<file path="src/rtl/cmul_pipe.sv">
module cmul_pipe #(
  parameter int W    = 16,
  parameter int FRAC = 15
) (
  input  logic                clk,
  input  logic                rst,
  input  logic                in_valid,
  input  logic signed [W-1:0] a_re,
  input  logic signed [W-1:0] a_im,
  input  logic signed [W-1:0] b_re,
  input  logic signed [W-1:0] b_im,
  output logic                out_valid,
  output logic signed [W-1:0] y_re,
  output logic signed [W-1:0] y_im,
  output logic                ovfl
);
  localparam int PW = 2 * W;
  localparam int SW = 2 * W + 1;
  localparam logic signed [SW-1:0] HALF = {{(SW-1){1'b0}}, 1'b1} << (FRAC - 1);
  localparam logic signed [SW-1:0] MAXV = {{(SW-W+1){1'b0}}, {(W-1){1'b1}}};
  localparam logic signed [SW-1:0] MINV = {{(SW-W+1){1'b1}}, {(W-1){1'b0}}};
  localparam logic signed [W-1:0]  TOP  = {1'b0, {(W-1){1'b1}}};
  localparam logic signed [W-1:0]  BOT  = {1'b1, {(W-1){1'b0}}};

  logic v1, v2;
  logic signed [PW-1:0] p_ac, p_bd, p_ad, p_bc;
  logic signed [SW-1:0] s_re, s_im;

  always_ff @(posedge clk) begin
    p_ac <= a_re * b_re;
    p_bd <= a_im * b_im;
    p_ad <= a_re * b_im;
    p_bc <= a_im * b_re;
    s_re <= {p_ac[PW-1], p_ac} - {p_bd[PW-1], p_bd};
    s_im <= {p_ad[PW-1], p_ad} + {p_bc[PW-1], p_bc};
  end

  logic signed [SW-1:0] r_re, r_im;
  logic hi_re, lo_re, hi_im, lo_im;
  assign r_re  = (s_re + HALF) >>> FRAC;
  assign r_im  = (s_im + HALF) >>> FRAC;
  assign hi_re = r_re > MAXV;
  assign lo_re = r_re < MINV;
  assign hi_im = r_im > MAXV;
  assign lo_im = r_im < MINV;

  always_ff @(posedge clk) begin
    y_re <= hi_re ? TOP : lo_re ? BOT : r_re[W-1:0];
    y_im <= hi_im ? TOP : lo_im ? BOT : r_im[W-1:0];
    if (rst) begin
      v1        <= 1'b0;
      v2        <= 1'b0;
      out_valid <= 1'b0;
      ovfl      <= 1'b0;
    end else begin
      v1        <= in_valid;
      v2        <= v1;
      out_valid <= v2;
      ovfl      <= v2 & (hi_re | lo_re | hi_im | lo_im);
    end
  end

  logic [1:0] age;
  always_ff @(posedge clk) begin
    if (rst)            age <= 2'd0;
    else if (age != 2'd3) age <= age + 2'd1;
  end

  p_latency_r1: assert property (@(posedge clk) disable iff (rst)
    (age == 2'd3) |-> (out_valid == $past(in_valid, 3)));

  p_flag_needs_valid_r7: assert property (@(posedge clk) disable iff (rst)
    ovfl |-> out_valid);

  p_clamped_value_r5: assert property (@(posedge clk) disable iff (rst)
    ovfl |-> (y_re == TOP || y_re == BOT || y_im == TOP || y_im == BOT));

  p_reset_flush_r8: assert property (@(posedge clk) disable iff (rst)
    (age == 2'd1) |-> (!out_valid && !ovfl));
endmodule

</file>
<file path="config.mk">
export PLATFORM = sky130hd
export DESIGN_NAME = cmul_pipe
export DESIGN_NICKNAME = d
export VERILOG_FILES = /design/src/rtl/cmul_pipe.sv
export SDC_FILE = /design/constraint.sdc
export NUM_CORES = 2
export LEC_CHECK = 0
export ABC_AREA = 1
export BUFFER_PORTS_ARGS = -buffer_cell sky130_fd_sc_hd__buf_2
export CAP_MARGIN = 10
export CORE_MARGIN = 5
export CORE_UTILIZATION = 40
export CTS_BUF_LIST = sky130_fd_sc_hd__clkbuf_4
export DETAILED_ROUTE_END_ITERATION = 7
export PLACE_DENSITY_LB_ADDON = 0.12
export SLEW_MARGIN = 20
export SYNTH_ARGS = -nofsm -noshare
export SYNTH_HDL_FRONTEND = slang
export SYNTH_SLANG_ARGS = --single-unit
</file>
<file path="constraint.sdc">
create_clock -name clk -period 15.8 [get_ports clk]
set_input_delay 2.37 -clock clk [delete_from_list [all_inputs] [get_ports clk]]
set_output_delay 2.37 -clock clk [all_outputs]
set_load 0.005 [all_outputs]
</file>
## After elaboration in Yosys (flattened, before gate mapping)

Cells that the tools add are included.

- Bits in registers: 230
- Output and inout bits: 34
- Input port bits: 67

- Bitwise gates (word level): 4
- Multiplexer cells: 2
- Add/sub/neg operators: 4
- Multipliers: 4
- $lt $le $gt $ge: 4

Operator list:

| cell | number |
|---|---|
| 16-bit by 16-bit multiplier with 32-bit output | 4 |
| 33-bit by 16-bit adder with 33-bit output (second input constant) | 2 |
| 18-bit by 16-bit > comparator with 1-bit output (second input constant) | 2 |
| 18-bit by 16-bit < comparator with 1-bit output (second input constant) | 2 |
| 32-bit by 32-bit adder with 33-bit output | 1 |
| 32-bit by 32-bit subtractor with 33-bit output | 1 |
| 16-bit 2-to-1 mux | 2 |
| 1-bit bitwise OR | 3 |
| 1-bit AND | 1 |

## Depth between registers and ports, before layout

- Word-level depth: 6
- Mapped depth: 25
- Gate-level depth less buffers: 24

## Least setup slack after synthesis

OpenSTA, ideal clock, no wires.

- Path kind: input-to-reg
- Start point: in a_re[15]
- End point: reg p_ad[31]
- Arrival: 7.410 ns
- Path slack: 8.278 ns
- Required time: 15.688 ns
- Cell stages on the path: 20
- Path through: clkbuf_1 > nand2_1 > inv_1 > fa_1 > fa_1 > fa_1 > fa_1 > inv_1 > fa_1 > inv_1 > fa_1 > ha_1 > inv_1 > nor3_1 > nand2_1 > or2_2 > nand3_1 > inv_1 > nand2_1 > nand2_1

- Longest elaborated chain between the ends: 1

RTL lines:

| what | RTL line | RTL |
|---|---|---|
| start, declared | 8 | `input logic signed [W-1:0] a_re,` |
| 16-bit by 16-bit multiplier with 32-bit output | 32 | `p_ad <= a_re * b_im;` |
| end signal, assigned | 32 |  |
| end, declared | 26 | `logic signed [PW-1:0] p_ac, p_bd, p_ad, p_bc;` |

No other way between the ends.
A chain may end at the register's enable or synchronous reset.

## Final worst setup path

- Start point: in b_im[1]
- End point: reg p_bd[31]

- Longest elaborated chain between the ends: 1

RTL lines:

| what | RTL line | RTL |
|---|---|---|
| start, declared | 11 | `input logic signed [W-1:0] b_im,` |
| 16-bit by 16-bit multiplier with 32-bit output | 31 | `p_bd <= a_im * b_im;` |
| end signal, assigned | 31 |  |
| end, declared | 26 |  |

No other way between the ends.

==> summary.txt <==
Status
  – Status: finished, final reports clean

Yosys
  – Yosys reg bits: around 200
  – Synth top area share: roughly two fifths
  – Synth area leaders: fa_1 (41%), inv_1 (14%), nand2_1 (11%)
  – Main synth FF type: dfxtp_1
  – Sequential element share of the synthesized area: ~8%
  – FFs w/ async S/R, synth: 0%
  – Syn Nets: ~8k
  – EDFF count, synth: 0
  – Yosys cell types: 42
  – Post-Syn Area: roughly 51,000 µm²
  – Yosys warns: 0
  – Yosys top cell by area: fa_1
  – Post-Syn Area per Cell: between 7 and 8 µm²
  – Cells after Synth: 6,514

Detailed routing
  – Drt pass-1 iters: 5
  – Drt total wl: roughly 140,000 µm
  – DRT antenna net count: 0
  – Routed vias/inst: about 4.8
  – Number of remaining DRC errors: 0
  – Routed length per instance: approximately 17 µm
  – Vias: roughly 40k
  – Max layer used: met5
  – Initial drt markers: around 2.2k
  – Met3 WL: 8300 µm
  – WL met1: 69,000 µm
  – Met2 wire length: ~63,000 µm

Global routing
  – Antenna violations before repair: 11
  – Vias in the first global route: 41.8k
  – Global-route wire length before repair: roughly 230,000 µm
  – Largest net degree at the start of global routing: 33
  – Total global routing overflow: 0
  – Gr usage total: about 22%

Placement
  – Input/output buffers: 100
  – Gpl congestion: 0.932
  – Dpl cell area: between 50,000 and 60,000 µm²
  – Detailed Place HPWL: roughly 120,000 µm

Floorplan
  – Initial Util: between 40% and 50%
  – Core area: between 100,000 and 150,000 µm²
  – I/O pins: between 100 and 150
  – Chip height: about 370 µm
  – Die area: 134,000 µm²
  – Row count: 130
  – Die X: between 300 and 400 µm

Critical path
  – Reg2reg start: s_re[14]$_DFF_P_
  – CP required: 16,430 ps
  – CP max FO: 32
  – CP max stage cell: fa_1
  – RR Endpoint: ovfl$_SDFF_PP0_
  – WP depth: 20
  – Worst setup path start: b_im[1]
  – Worst R2R Setup Slack: ~13,000 ps
  – Crit-path cells: buf_2, nand2_1, inv_1, fa_1, fa_1, fa_1, fa_1, fa_1, inv_1, fa_1, inv_1, ha_1, nand2_1, o21ai_0, a21oi_1, or2_2, nand3_1, inv_1, nand2_1, nand2_1
  – Worst Path Class, Setup: input port to flop
  – Crit path buf inv count: 5
  – Worst R2R Path Depth: 12
  – CP startpoint kind: input port
  – Worst path arrival time: around 8500 ps
  – CP endpoint kind: flop
  – Most Frequent Cell on Critical Path: fa_1
  – CP endpoint: p_bd[31]$_DFF_P_
  – Crit path largest cell delay: about 900 ps
  – Largest delay share family, worst path: adder cells

Timing
  – Setup tns final: 0 ps
  – Tightest Pin Transition: about 1100 ps
  – Final Max Slew Viols: 0
  – Final setup violation count: 0
  – Unrepaired setup endpoints after global routing: no
  – Fin crit period: 7850 ps
  – Clock Skews: 74.0 ps
  – Fmax: 127 MHz
  – Slew margin rel.: 28.2%
  – Final hold vios: 0
  – Final worst path period share: between 40 and 50%

Clocking
  – Hold-fix buffer count after cts: 0
  – H-tree lvl count: 2
  – CTS clk-pin slew, worst paths: about 70 ps
  – Clock Tree Root: clkbuf_4
  – # clock sinks: 202
  – Post_cts resized: 0
  – Setup repair bufs after CTS: 0
  – CTS tree: done
  – TritonCTS Buffers: 55
  – Clock buffer depth: 3
  – Skew-Pair Late Insertion Delay: 800 ps

Cells and area
  – Most frequent cells in the layout: inv_1 (1,886), nand2_1 (1,511), fa_1 (1,048)
  – Leading cell type in the layout, fill and taps excluded: inv_1
  – Multi-input logic area: between 30,000 and 40,000 µm²
  – Fillers: 13.2k
  – Fraction of layout cells with a size suffix above 1: ~4.2%
  – Register cell area after layout: 4040 µm²
  – Layout area overhead: 5.41%
  – Nets: 8,008
  – Design Area, Final: 53,300 µm²

Run
  – Maxcap violations: 0

Hold path
  – HP Class: flop to flop
==> per-stage QoR <==
stage	utilization [%]	cells	worst slack (ps)	hold slack (ps)
floorplan	-	6514	8280	388
global placement	41.9	8094	7290	404
detailed placement	41.9	8094	7190	408
CTS	42.4	8194	8030	420
global route	42.5	8195	7610	432
finish	42.5	8197	7950	413
==> state kept, by name, summed over array words and instances, names as in the netlist <==
register / flops
out_valid: 1
ovfl: 1
p_ac: 32
p_ad: 32
p_bc: 32
p_bd: 32
s_im: 19
s_re: 19
v1: 1
v2: 1
y_im: 16
y_re: 16
==> cell type report <==
type,count,share of cell area [%]
flip-flops and latches,202,7.59
clock buffers,76,1.07
repair buffers,126,1.30
diodes,3,0.0141
well taps,1650,3.87
clock inverters,24,0.303
multi-input cells,4224,72.5
inverters,1892,13.3
==> layer usage <==
| metal | vias up | track usage, % |
|---|---|---|
| li1 | 18794 | - |
| met1 | 19738 | 32.6 |
| met2 | 952 | 34.8 |
| met3 | 120 | 3.03 |
| met4 | 4 | 3.96 |
| met5 | - | 0 |
==> tightest hold or removal path, stage by stage, from the launching register on <==
cell     delay [ps]
dfxtp_1         300
inv_1            40
nor2_1           30
==> worst min-delay path by stage <==
stage | startpoint | endpoint | slack (ps) | cells after the start
3_3_place_gp | v1$_SDFF_PP0_ | v2$_SDFF_PP0_ | 400 | 2
2_1_floorplan | v1$_SDFF_PP0_ | v2$_SDFF_PP0_ | 390 | 2
4_1_cts | v1$_SDFF_PP0_ | v2$_SDFF_PP0_ | 420 | 2
6_report | v1$_SDFF_PP0_ | v2$_SDFF_PP0_ | 410 | 2
3_5_place_dp | v1$_SDFF_PP0_ | v2$_SDFF_PP0_ | 410 | 2
5_1_grt | v1$_SDFF_PP0_ | v2$_SDFF_PP0_ | 430 | 2
==> cells by family (layout without fill, tap and decap cells) <==
logic type	count (synthesis)	after routing	synth area share (%)
other	0	3	0
and+or+nand+nor	2123	2123	16.8
adders and majority gates	1440	1440	51.2
buffers and inverters	2088	2118	15.5
DFF	202	202	8.00
AOI/OAI and AO/OA	490	490	5.55
xor gates and xnor gates	171	171	2.96
==> cells in the mapped netlist (4+ instances only) <==
cell and number:
o21ai_1 6, xor2_1 110, nand2_2 10, o211ai_1 13, nor2_1 319, nand4_1 37
o21bai_1 29, o31ai_1 4, nor4_1 7, a21boi_0 12, dfxtp_1 202, inv_2 4
nor2_2 4, ha_1 392, o21a_1 4, o21ai_2 22, nor3_1 50, or2_2 8
xnor2_1 61, nand3b_1 4, o21ai_0 138, clkbuf_1 192, nand2_1 1511, a21oi_1 207
fa_1 1048, a31oi_1 18, inv_1 1886, nand3_1 160, a21o_1 33
Power is not shown: default switching activity piles up to over one toggle a cycle in this logic, so the estimate is an artifact.
